## src/rtl/txfill_pkg.sv

```systemverilog
package txfill_pkg;

    typedef enum logic [0:0] {
        QS_IDLE    = 1'b0,
        QS_RECLAIM = 1'b1
    } qry_state_e;

endpackage

```

## src/rtl/txfill_ring.sv

```systemverilog
module txfill_ring #(
    parameter int SIZE_W = 16,
    parameter int RING_W = 3
) (
    input  logic              clk,
    input  logic              rst_n,
    input  logic              wr_en,
    input  logic [RING_W-1:0] wr_idx,
    input  logic [SIZE_W-1:0] wr_data,
    input  logic [RING_W-1:0] rd_idx,
    output logic [SIZE_W-1:0] rd_data
);

    localparam int DEPTH = 1 << RING_W;

    logic [DEPTH-1:0][SIZE_W-1:0] slot_d, slot_q;
    logic [DEPTH-1:0]             slot_we;

    for (genvar g = 0; g < DEPTH; g++) begin : g_slot_we
        assign slot_we[g] = wr_en && (wr_idx == RING_W'(g));
    end

    always_comb begin
        slot_d = slot_q;
        for (int i = 0; i < DEPTH; i++) begin
            if (slot_we[i]) begin
                slot_d[i] = wr_data;
            end
        end
    end

    always_ff @(posedge clk or negedge rst_n) begin
        if (!rst_n) begin
            slot_q <= '0;
        end else begin
            slot_q <= slot_d;
        end
    end

    assign rd_data = slot_q[rd_idx];

    AST_SLOT_WRITE: assert property (@(posedge clk) disable iff (!rst_n)
        wr_en |=> slot_q[$past(wr_idx)] == $past(wr_data));

endmodule

```

## src/rtl/txfill_acct.sv

```systemverilog
module txfill_acct #(
    parameter int CNT_W  = 16,
    parameter int SIZE_W = 16,
    parameter int CHAN_W = 6,
    parameter int RING_W = 3
) (
    input  logic              clk,
    input  logic              rst_n,
    input  logic              init_valid,
    input  logic [CHAN_W-1:0] init_chan,
    input  logic [SIZE_W-1:0] init_size,
    input  logic [RING_W-1:0] hw_rpc,
    input  logic              enq_valid,
    input  logic [SIZE_W-1:0] enq_size,
    input  logic              step,
    input  logic [SIZE_W-1:0] step_size,
    output logic              enq_fire,
    output logic [CHAN_W-1:0] track_chan,
    output logic [SIZE_W-1:0] free_bytes,
    output logic [CNT_W-1:0]  wr_cnt,
    output logic [CNT_W-1:0]  rd_cnt
);

    localparam logic [CNT_W-1:0] CNT_ONE = {{(CNT_W-1){1'b0}}, 1'b1};

    typedef struct packed {
        logic [CHAN_W-1:0] chan;
        logic [SIZE_W-1:0] free;
        logic [CNT_W-1:0]  wr;
        logic [CNT_W-1:0]  rd;
    } acct_t;

    acct_t acct_d, acct_q;
    logic  track_on;
    logic [SIZE_W-1:0] sub_bytes, add_bytes;

    assign track_on = (acct_q.chan != '0);
    assign enq_fire = enq_valid && track_on && !init_valid;

    always_comb begin
        acct_d    = acct_q;
        sub_bytes = enq_fire ? enq_size : '0;
        add_bytes = step ? step_size : '0;
        if (init_valid) begin
            acct_d.chan = init_chan;
            acct_d.free = init_size;
            acct_d.wr   = {{(CNT_W-RING_W){1'b0}}, hw_rpc};
            acct_d.rd   = {{(CNT_W-RING_W){1'b0}}, hw_rpc};
        end else begin
            acct_d.free = acct_q.free - sub_bytes + add_bytes;
            if (enq_fire) begin
                acct_d.wr = acct_q.wr + CNT_ONE;
            end
            if (step) begin
                acct_d.rd = acct_q.rd + CNT_ONE;
            end
        end
    end

    always_ff @(posedge clk or negedge rst_n) begin
        if (!rst_n) begin
            acct_q <= '0;
        end else begin
            acct_q <= acct_d;
        end
    end

    assign track_chan = acct_q.chan;
    assign free_bytes = acct_q.free;
    assign wr_cnt     = acct_q.wr;
    assign rd_cnt     = acct_q.rd;

    AST_INIT_LOAD: assert property (@(posedge clk) disable iff (!rst_n)
        init_valid |=> (free_bytes == $past(init_size)) && (rd_cnt == wr_cnt)
                       && (rd_cnt[RING_W-1:0] == $past(hw_rpc)));
    AST_ENQ_ADVANCE: assert property (@(posedge clk) disable iff (!rst_n)
        enq_fire |=> wr_cnt == $past(wr_cnt) + CNT_ONE);
    AST_STEP_ADVANCE: assert property (@(posedge clk) disable iff (!rst_n)
        (step && !init_valid) |=> rd_cnt == $past(rd_cnt) + CNT_ONE);

endmodule

```

## src/rtl/txfill_query.sv

```systemverilog
module txfill_query
    import txfill_pkg::*;
#(
    parameter int CNT_W     = 16,
    parameter int SIZE_W    = 16,
    parameter int CHAN_W    = 6,
    parameter int RING_W    = 3,
    parameter int RING_MASK = 7
) (
    input  logic              clk,
    input  logic              rst_n,
    input  logic              init_valid,
    input  logic              qry_valid,
    input  logic [CHAN_W-1:0] qry_chan,
    input  logic [CHAN_W-1:0] track_chan,
    input  logic [RING_W-1:0] hw_rpc,
    input  logic [CNT_W-1:0]  wr_cnt,
    input  logic [CNT_W-1:0]  rd_cnt,
    input  logic [SIZE_W-1:0] free_bytes,
    output logic              step,
    output logic              busy,
    output logic              done,
    output logic [SIZE_W-1:0] space
);

    localparam logic [CNT_W-1:0] FULL_LVL = CNT_W'(RING_MASK);

    typedef struct packed {
        qry_state_e        state;
        logic              done;
        logic [SIZE_W-1:0] space;
    } qry_t;

    qry_t qry_d, qry_q;
    logic hit, pending, full;
    logic [CNT_W-1:0] outstanding;

    assign hit         = (track_chan != '0) && (qry_chan == track_chan);
    assign pending     = (rd_cnt[RING_W-1:0] != hw_rpc);
    assign outstanding = wr_cnt - rd_cnt;
    assign full        = (outstanding >= FULL_LVL);

    always_comb begin
        qry_d      = qry_q;
        qry_d.done = 1'b0;
        step       = 1'b0;
        if (init_valid) begin
            qry_d.state = QS_IDLE;
        end else begin
            unique case (qry_q.state)
                QS_IDLE: begin
                    if (qry_valid) begin
                        if (hit) begin
                            qry_d.state = QS_RECLAIM;
                        end else begin
                            qry_d.done  = 1'b1;
                            qry_d.space = '1;
                        end
                    end
                end
                QS_RECLAIM: begin
                    if (pending) begin
                        step = 1'b1;
                    end else begin
                        qry_d.state = QS_IDLE;
                        qry_d.done  = 1'b1;
                        qry_d.space = full ? '0 : free_bytes;
                    end
                end
                default: qry_d.state = QS_IDLE;
            endcase
        end
    end

    always_ff @(posedge clk or negedge rst_n) begin
        if (!rst_n) begin
            qry_q <= '{state: QS_IDLE, done: 1'b0, space: '0};
        end else begin
            qry_q <= qry_d;
        end
    end

    assign busy  = (qry_q.state == QS_RECLAIM);
    assign done  = qry_q.done;
    assign space = qry_q.space;

    AST_STEP_ONLY_BUSY: assert property (@(posedge clk) disable iff (!rst_n)
        step |-> busy);
    AST_FULL_ZERO: assert property (@(posedge clk) disable iff (!rst_n)
        (busy && !pending && full && !init_valid) |=> (done && space == '0));
    AST_MISS_ALLONES: assert property (@(posedge clk) disable iff (!rst_n)
        (qry_valid && !busy && !hit && !init_valid) |=> (done && space == '1));
    AST_DONE_PULSE: assert property (@(posedge clk) disable iff (!rst_n)
        done |=> !done);

endmodule

```

## src/rtl/txfill_tracker.sv

```systemverilog
module txfill_tracker #(
    parameter int CNT_W     = 16,
    parameter int SIZE_W    = 16,
    parameter int CHAN_W    = 6,
    parameter int RING_MASK = 7,
    localparam int RING_W   = $clog2(RING_MASK + 1)
) (
    input  logic              clk,
    input  logic              rst_n,
    input  logic              init_valid,
    input  logic [CHAN_W-1:0] init_chan,
    input  logic [SIZE_W-1:0] init_size,
    input  logic [RING_W-1:0] hw_rpc,
    input  logic              enq_valid,
    input  logic [SIZE_W-1:0] enq_size,
    input  logic              qry_valid,
    input  logic [CHAN_W-1:0] qry_chan,
    output logic              qry_busy,
    output logic              qry_done,
    output logic [SIZE_W-1:0] qry_space
);

    logic              enq_fire, step;
    logic [CHAN_W-1:0] track_chan;
    logic [SIZE_W-1:0] free_bytes, slot_size;
    logic [CNT_W-1:0]  wr_cnt, rd_cnt;

    txfill_acct #(
        .CNT_W (CNT_W), .SIZE_W(SIZE_W), .CHAN_W(CHAN_W), .RING_W(RING_W)
    ) i_acct (
        .clk        (clk),
        .rst_n      (rst_n),
        .init_valid (init_valid),
        .init_chan  (init_chan),
        .init_size  (init_size),
        .hw_rpc     (hw_rpc),
        .enq_valid  (enq_valid),
        .enq_size   (enq_size),
        .step       (step),
        .step_size  (slot_size),
        .enq_fire   (enq_fire),
        .track_chan (track_chan),
        .free_bytes (free_bytes),
        .wr_cnt     (wr_cnt),
        .rd_cnt     (rd_cnt)
    );

    txfill_ring #(
        .SIZE_W(SIZE_W), .RING_W(RING_W)
    ) i_ring (
        .clk     (clk),
        .rst_n   (rst_n),
        .wr_en   (enq_fire),
        .wr_idx  (wr_cnt[RING_W-1:0]),
        .wr_data (enq_size),
        .rd_idx  (rd_cnt[RING_W-1:0]),
        .rd_data (slot_size)
    );

    txfill_query #(
        .CNT_W(CNT_W), .SIZE_W(SIZE_W), .CHAN_W(CHAN_W),
        .RING_W(RING_W), .RING_MASK(RING_MASK)
    ) i_query (
        .clk        (clk),
        .rst_n      (rst_n),
        .init_valid (init_valid),
        .qry_valid  (qry_valid),
        .qry_chan   (qry_chan),
        .track_chan (track_chan),
        .hw_rpc     (hw_rpc),
        .wr_cnt     (wr_cnt),
        .rd_cnt     (rd_cnt),
        .free_bytes (free_bytes),
        .step       (step),
        .busy       (qry_busy),
        .done       (qry_done),
        .space      (qry_space)
    );

endmodule

```

## config.mk

```make
export PLATFORM = sky130hd
export DESIGN_NAME = txfill_tracker
export DESIGN_NICKNAME = d
export VERILOG_FILES = /design/src/rtl/txfill_pkg.sv /design/src/rtl/txfill_ring.sv /design/src/rtl/txfill_acct.sv /design/src/rtl/txfill_query.sv /design/src/rtl/txfill_tracker.sv
export SDC_FILE = /design/constraint.sdc
export NUM_CORES = 1
export LEC_CHECK = 0
export BUFFER_PORTS_ARGS = -buffer_cell sky130_fd_sc_hd__buf_2
export CORE_MARGIN = 5
export CORE_UTILIZATION = 30
export DETAILED_ROUTE_END_ITERATION = 8
export PLACE_DENSITY_LB_ADDON = 0.3
export SLEW_MARGIN = 10
export SYNTH_ARGS = -nofsm -noshare
export SYNTH_HDL_FRONTEND = slang
export SYNTH_SLANG_ARGS = --single-unit
```

## constraint.sdc

```tcl
create_clock -name clk -period 6.12 [get_ports clk]
set_input_delay 0.612 -clock clk [delete_from_list [all_inputs] [get_ports clk]]
set_output_delay 0.612 -clock clk [all_outputs]
set_load 0.02 [all_outputs]
```

==> results of run 1 <==
power breakdown:
part           leakage (µW)  switching (µW)  internal (µW)
logic               0.00275             756            849
clock network      0.000299             580            595
registers           0.00244             205           1730
final cells by class:
class	instances	area [µm²]
fill	3659	23910
inverter	67	251.5
antenna	3	7.507
sequential	200	5006
timing repair buffer	76	431.7
clock buffer	17	425.4
multi-input combinational	654	5612
clock inverter	15	201.4
tap	468	585.6
per-stage QoR:
stage	cells	instance area, µm²	hold slack (ns)	power [µW]	util (%)
2_1_floorplan	956	11010	0.3164	3169	-
3_3_place_gp	1465	11890	0.4819	3535	32.62
3_5_place_dp	1465	11890	0.4877	3578	32.62
4_1_cts	1497	12510	0.1484	4776	34.34
5_1_grt	1497	12510	0.1726	5046	34.34
6_report	1500	12520	0.1314	4709	34.36
registers in the layout, indices dropped and copies added (netlist names):
signal	count
i_query.space	16
i_ring.slot_q	128
i_acct.free_bytes	16
i_acct.track_chan	6
i_acct.rd_cnt	16
i_query.done	1
i_acct.wr_cnt	16
i_query.busy	1
worst max-delay path, delay by kind of cell (launching register included):
kind,cells,cell delay [ns]
compound gates,6,1.77
fa+ha+maj,2,0.85
flops,1,0.71
simple gates,4,0.62
buf+inv,2,0.26
mux,1,0.26
xor+xnor,2,0.23
logic make-up after synthesis:
family | after synthesis
xor+xnor | 55
fa+ha+maj | 54
flops | 200
simple gates | 249
compound gates | 123
buf+inv | 102
mux | 173
cell usage in the layout, fill, tap and decap left out, types with 3 or more instances in the layout:
cell,instances
a2111oi_0,3
a21o_1,4
a21oi_1,28
and2_1,18
and3_1,6
buf_2,68
buf_4,5
clkbuf_16,17
clkinv_8,5
dfrtp_1,199
diode_2,3
fa_1,16
ha_1,38
inv_1,65
inv_6,3
mux2_2,137
mux2i_1,4
mux4_2,32
nand2_1,103
nand2b_1,7
nand3_1,13
nand4_1,9
nor2_1,56
nor2b_1,5
nor3_1,10
nor3b_1,3
nor4_1,3
o211ai_1,3
o21a_1,7
o21ai_0,32
o221a_2,17
or3_1,9
or4_1,3
xnor2_1,31
xor2_1,24
metal layers:
layer | vias up | share of wire, % | track usage [%]
li1 | 3509 | - | -
met1 | 3668 | 49 | 18.12
met2 | 100 | 46 | 20.68
met4 | 8 | 1.2 | 3.271
met5 | - | 0.24 | 0
met3 | 27 | 3.2 | 2.659
final timing paths:
check                                  startpoint                     to  slack, ns
worst max-delay path             i_acct.rd_cnt[0]  i_acct.free_bytes[15]       1.30
worst min-delay path                        rst_n       i_acct.rd_cnt[9]       0.13
worst max register to register   i_acct.rd_cnt[0]  i_acct.free_bytes[15]       1.30
worst min register to register  i_ring.slot_q[39]      i_ring.slot_q[39]       0.50
max in group asynchronous                   rst_n      i_ring.slot_q[12]       4.88
min in group clk                     init_size[5]   i_acct.free_bytes[5]       0.39
==> summary.txt, run 1 <==
Outcome
  • Status: finished, final reports clean

Setup path
  • Critical Path Fanout Max: 16
  • Worst path max stage delay: 0.71 ns
  • Kind of critical path: reg -> reg
  • Arrival time at the worst endpoint: 5.15 ns
  • Crit path capture type: flop
  • Worst path most repeated cell: xnor2_1
  • WP data required: 6.45 ns
  • Slowest cell on crit path: dfrtp_2
  • CP Launch Type: flop
  • Worst r2r path cells: 17
  • Cell Chain, Critical Path: xnor2_1 -> and3_1 -> nand2b_1 -> nor2_1 -> buf_4 -> nand2_1 -> fa_1 -> inv_1 -> ha_1 -> a211oi_1 -> o21bai_1 -> o41ai_1 -> o2111a_1 -> o21ai_0 -> a31oi_1 -> xnor2_1 -> mux2_2

STA
  • Slew margin rel.: 20.11%
  • Setup-failing EPs final: 0
  • Setup ws final: 1.301 ns
  • Setup_tns: 0 ns
  • RSZ-0062 raised after global routing: false
  • Final Slew Violations: 0
  • Final Hold Fails: 0
  • Minimum clock period: 4.819 ns
  • Clock skew: 0.01434 ns
  • Fmax: 207.5 MHz
  • Fin crit share: 78.74%
  • Worst-Margin Slew: 1.194 ns

Yosys
  • Number of synthesized register bits: 200
  • Register area share after synthesis: 45.46%
  • Synth top area cells: dfrtp_1 (45%), mux2_2 (14%), mux4_2 (6.5%)
  • Ys flop type: dfrtp_1
  • Net count after synthesis: 1,062
  • Largest family of logic cells by synthesized area: multiplexers
  • Leading area contributor after synthesis: dfrtp_1
  • Synth cell count leaders: dfrtp_1 (200), mux2_2 (137), nand2_1 (103), inv_1 (65), nor2_1 (56)
  • Async set-reset flop share out of synthesis: 100.0%
  • Library cells used by synthesis: 60
  • Post-synthesis xor/xnor area fraction: 4.375%
  • Mapped cell area: 11,010 µm²
  • Number of synthesized flops with an enable pin: 0
  • Mean Syn Cell Area: 11.52 µm²
  • Cells after Synth: 956
  • Compound-gate portion of the synthesized area: 8.024%
  • Adder-Cell Fraction of Synth Area: 7.228%
  • Mux share of post-synthesis cell area: 20.92%
  • Most frequent cell after synthesis: dfrtp_1
  • Simple logic cell fraction of the synthesized area: 10.42%
  • Synth top area share: 45.46%
  • Ys Warns: 0

Die
  • Ports: 70
  • Die width: 201.6 µm
  • Core area: 36,430 µm²
  • Initial Utilization: 30.22%
  • Die area: 40,630 µm²
  • Die Ht: 201.6 µm
  • Rows: 70

Cells and area
  • Layout cells sized above 1: 29.25%
  • NumNets Final: 1,122
  • Layout area overhead: 13.73%

Placement
  • Pre-CTS setup slack: 1.236 ns
  • IO buf count: 69
  • Post-detail-place hpwl: 18.51 mm
  • GP Congestion: 0.8115

Detailed routing
  • Vias post-DR: 7,312
  • Detail Route Antenna Nets: 0
  • Drt total wl: 25.92 mm
  • Vias per cell: 4.875
  • Remaining DRCs: 0
  • First-pass detailed-route iteration total: 4
  • 1st-iter DRT viols: 293
  • Wire per inst: 17.28 µm

Clock network
  • CTS resizes: 0
  • CTS Root Cell: clkbuf_16
  • Post-CTS setup buffer count: 0
  • TritonCTS clock tree: done
  • Clock-pin slew on the worst setup and hold paths: 0.08 ns
  • Maximum clock insertion buffer count: 2
  • Clock sink count: 200
  • Clk_lat worst skew: 0.45 ns
  • Number of hold buffers added after cts: 0
  • TritonCTS Buffers: 17
  • H-tree Lvls: 4

Hold path
  • HP Class: in -> async

Power and ir drop
  • Worst vdd ir: 0.2227 mV
  • Static Leakage: 0.005486 µW
  • PwrDens: 376.1 nW/µm²

GRT
  • Largest net degree at the start of global routing: 141
  • Vias in the first global route: 7,539
  • First-pass GRT wire length: 42.37 mm
  • GRT overflow: 0
  • Initial antenna violation count: 8
  • Tot GR Track Use: 12.95%

Flow run
  • Max_cap viols: 0
No activity file was read; power rests on OpenSTA's default activity.
==> run 2: changes to the inputs <==
Settings changed: ABC_AREA set to 1.
Clock period 6.12 ns to 4.7 ns, I/O delays scaled along.
==> run 2 against run 1 <==
- area after synthesis is 10% higher
- sequential share of layout area is 3.1 points lower
- sequential cell count unchanged
- non-clock buffer count increased by 13
- global-route usage up 2.1 points
- first-iteration DRC count grew to 2.8 times the previous value
- critical endpoint is now i_acct.free_bytes[12]
- largest cell class unchanged
==> summary.txt, run 2 <==
Yosys
  • Mean Syn Cell Area: 7.672 µm²
  • Library cells used by synthesis: 45
  • Ys Warns: 0
  • Ys flop type: dfrtp_1
  • Synth top area share: 41.31%
  • Synth top area cells: dfrtp_1 (41%), nand2_1 (10%), o21ai_0 (8.9%)
  • Number of synthesized register bits: 200
  • Largest family of logic cells by synthesized area: simple AND/OR/NAND/NOR gates
  • Simple logic cell fraction of the synthesized area: 21.08%
  • Adder-Cell Fraction of Synth Area: 6.569%
  • Net count after synthesis: 1,685
  • Post-synthesis xor/xnor area fraction: 1.374%
  • Synth cell count leaders: nand2_1 (336), inv_1 (278), o21ai_0 (216), dfrtp_1 (200), nor2_1 (99)
  • Compound-gate portion of the synthesized area: 15.06%
  • Leading area contributor after synthesis: dfrtp_1
  • Cells after Synth: 1,579
  • Most frequent cell after synthesis: nand2_1
  • Async set-reset flop share out of synthesis: 100.0%
  • Number of synthesized flops with an enable pin: 0
  • Mux share of post-synthesis cell area: 2.975%
  • Register area share after synthesis: 41.31%
  • Mapped cell area: 12,110 µm²

Die
  • Core area: 39,820 µm²
  • Die area: 44,500 µm²
  • Rows: 73
  • Initial Utilization: 30.42%
  • Ports: 70
  • Die width: 211.0 µm
  • Die Ht: 211.0 µm

Cells and area
  • Post-layout util: 34.11%
  • Finished Cell Area: 13,580 µm²
  • Post-Layout Cell Count: 2,149
  • Max reg flops: 128
  • Layout area overhead: 12.12%
  • Commonest non-fill, non-tap cells in the layout: nand2_1 (336), inv_1 (277), o21ai_0 (216), dfrtp_1 (199), nor2_1 (99)
  • Layout cells sized above 1: 13.42%
  • Most common cell after layout, fill and taps aside: nand2_1
  • NumNets Final: 1,717
  • Most flops, register: i_ring.slot_q
  • N_diodes: 0

STA
  • Minimum clock period: 4.073 ns
  • Fin crit share: 86.67%
  • Final Hold Fails: 0
  • Worst-Margin Slew: 1.154 ns
  • Slew margin rel.: 22.81%
  • RSZ-0062 raised after global routing: false
  • Setup_tns: 0 ns
  • Final Slew Violations: 0
  • Setup ws final: 0.6265 ns
  • Setup-failing EPs final: 0
  • Fmax: 245.5 MHz
  • Clock skew: 0.01177 ns

Setup path
  • Critical Path Fanout Max: 18
  • Crit path capture type: flop
  • Arrival time at the worst endpoint: 4.41 ns
  • Kind of critical path: reg -> reg
  • CP Launch Type: flop
  • WP data required: 5.04 ns

Detailed routing
  • Met2 routed WL: 15.80 mm
  • Drt total wl: 32.71 mm
  • Remaining DRCs: 0
  • 1st-iter DRT viols: 822
  • DR WL met3: 1.325 mm
  • Highest metal used: met4
  • First-pass detailed-route iteration total: 6
  • Detail Route Antenna Nets: 0
  • Vias per cell: 4.701
  • Vias post-DR: 10,100
  • Met1 WL: 15.08 mm
  • Wire per inst: 15.22 µm

Placement
  • Pre-CTS setup slack: 0.6418 ns
  • Placed cell count: 2,117
  • Post-detail-place hpwl: 23.04 mm
  • IO buf count: 69
  • Cell Area, Placed: 12,970 µm²
  • GP Congestion: 0.8623

Clock network
  • CTS resizes: 0
  • Maximum clock insertion buffer count: 2
  • Post-CTS setup buffer count: 0
  • Clock-pin slew on the worst setup and hold paths: 0.08 ns
  • Clock sink count: 200
  • CTS Root Cell: clkbuf_16
  • H-tree Lvls: 4
  • TritonCTS clock tree: done
  • TritonCTS Buffers: 17
  • Clk_lat worst skew: 0.45 ns
  • Number of hold buffers added after cts: 0

Power and ir drop
  • PwrDens: 457.5 nW/µm²
  • Flop pwr share: 39.9%
  • Switch share: 37.83%
  • Static Leakage: 0.006680 µW
  • Share of total power in the clock network: 25.1%
  • Switch Pwr: 2351 µW
  • Gate power share: 35.0%
  • Worst vdd ir: 0.2560 mV
  • Power Internal: 3864 µW

Flow run
  • Max_cap viols: 0

GRT
  • GRT overflow: 0
  • Initial antenna violation count: 0
  • Vias in the first global route: 10,080
  • Tot GR Track Use: 15.05%
  • Largest net degree at the start of global routing: 95
  • First-pass GRT wire length: 53.76 mm

Outcome
  • Status: finished, final reports clean

Hold path
  • HP Class: in -> async
==> run 2: layout make-up <==
cell class	count	area (µm²)
Fill cell	4245	26240
Multi-Input combinational cell	1021	5728
Sequential cell	200	5006
Inverter	282	1059
Tap cell	525	656.9
Timing Repair Buffer	89	516.7
Clock buffer	18	439.2
Clock inverter	14	176.4
==> run 2: path summary, 6_finish.rpt <==
check / cells past startpoint / from / slack [ns] / end
worst max-delay path: 19 / i_acct.rd_cnt[1] / 0.63 / i_acct.free_bytes[12]
worst min-delay path: 1 / rst_n / 0.04 / i_ring.slot_q[105]
worst max register to register: 19 / i_acct.rd_cnt[1] / 0.63 / i_acct.free_bytes[12]
worst min register to register: 1 / i_ring.slot_q[14] / 0.49 / i_ring.slot_q[14]
max in group asynchronous: 2 / rst_n / 3.52 / i_acct.rd_cnt[0]
min in group clk: 3 / init_size[11] / 0.22 / i_acct.free_bytes[11]
==> run 2: cell families (layout without fill, tap and decap cells) <==
| kind of cell | after synthesis | after routing |
|---|---|---|
| XOR/XNOR | 19 | 19 |
| AO/OA/AOI/OAI | 339 | 339 |
| buffers and inverters | 358 | 403 |
| adder cells (fa/ha/maj) | 54 | 54 |
| AND/OR/NAND/NOR | 577 | 577 |
| multiplexers | 32 | 32 |
| flip-flops | 200 | 200 |
==> run 2: power groups by stage <==
stage	logic [µW]	clock network [µW]	registers, µW
global placement	2140	0	2500
floorplan	1660	0	2460
detailed placement	2170	0	2520
finish	2180	1560	2480
CTS	2190	1600	2480
global route	2550	1680	2540
==> run 2: layer usage <==
layer / GRT usage (%) / up-vias
li1: - / 5065
met1: 20.39 / 4806
met2: 25.48 / 199
met3: 2.243 / 33
met4: 3.622 / 0
met5: 0 / -
==> run 2: per-stage QoR <==
stage          power [µW]  hold WS, ns
3_5_place_dp         4688       0.4749
3_3_place_gp         4644       0.4673
5_1_grt              6765       0.1240
4_1_cts              6277       0.1045
6_report             6214      0.04120
2_1_floorplan        4116       0.1744
==> run 2: worst max-delay path: stages, from the launching register on <==
cell and delay, ns:
dfrtp_1 0.49, xnor2_1 0.17, nand3_1 0.22, nand2_2 0.16, nor2_4 0.42, nand3_1 0.18, fa_1 0.51, fa_1 0.44
inv_1 0.10, nand3_1 0.07, nand2_1 0.10, inv_1 0.04, o21bai_1 0.27, nand2_1 0.15, nand3_1 0.12, nand2_1 0.07
o21ai_0 0.21, nand2_1 0.08, nand2_1 0.06, o21ai_0 0.09
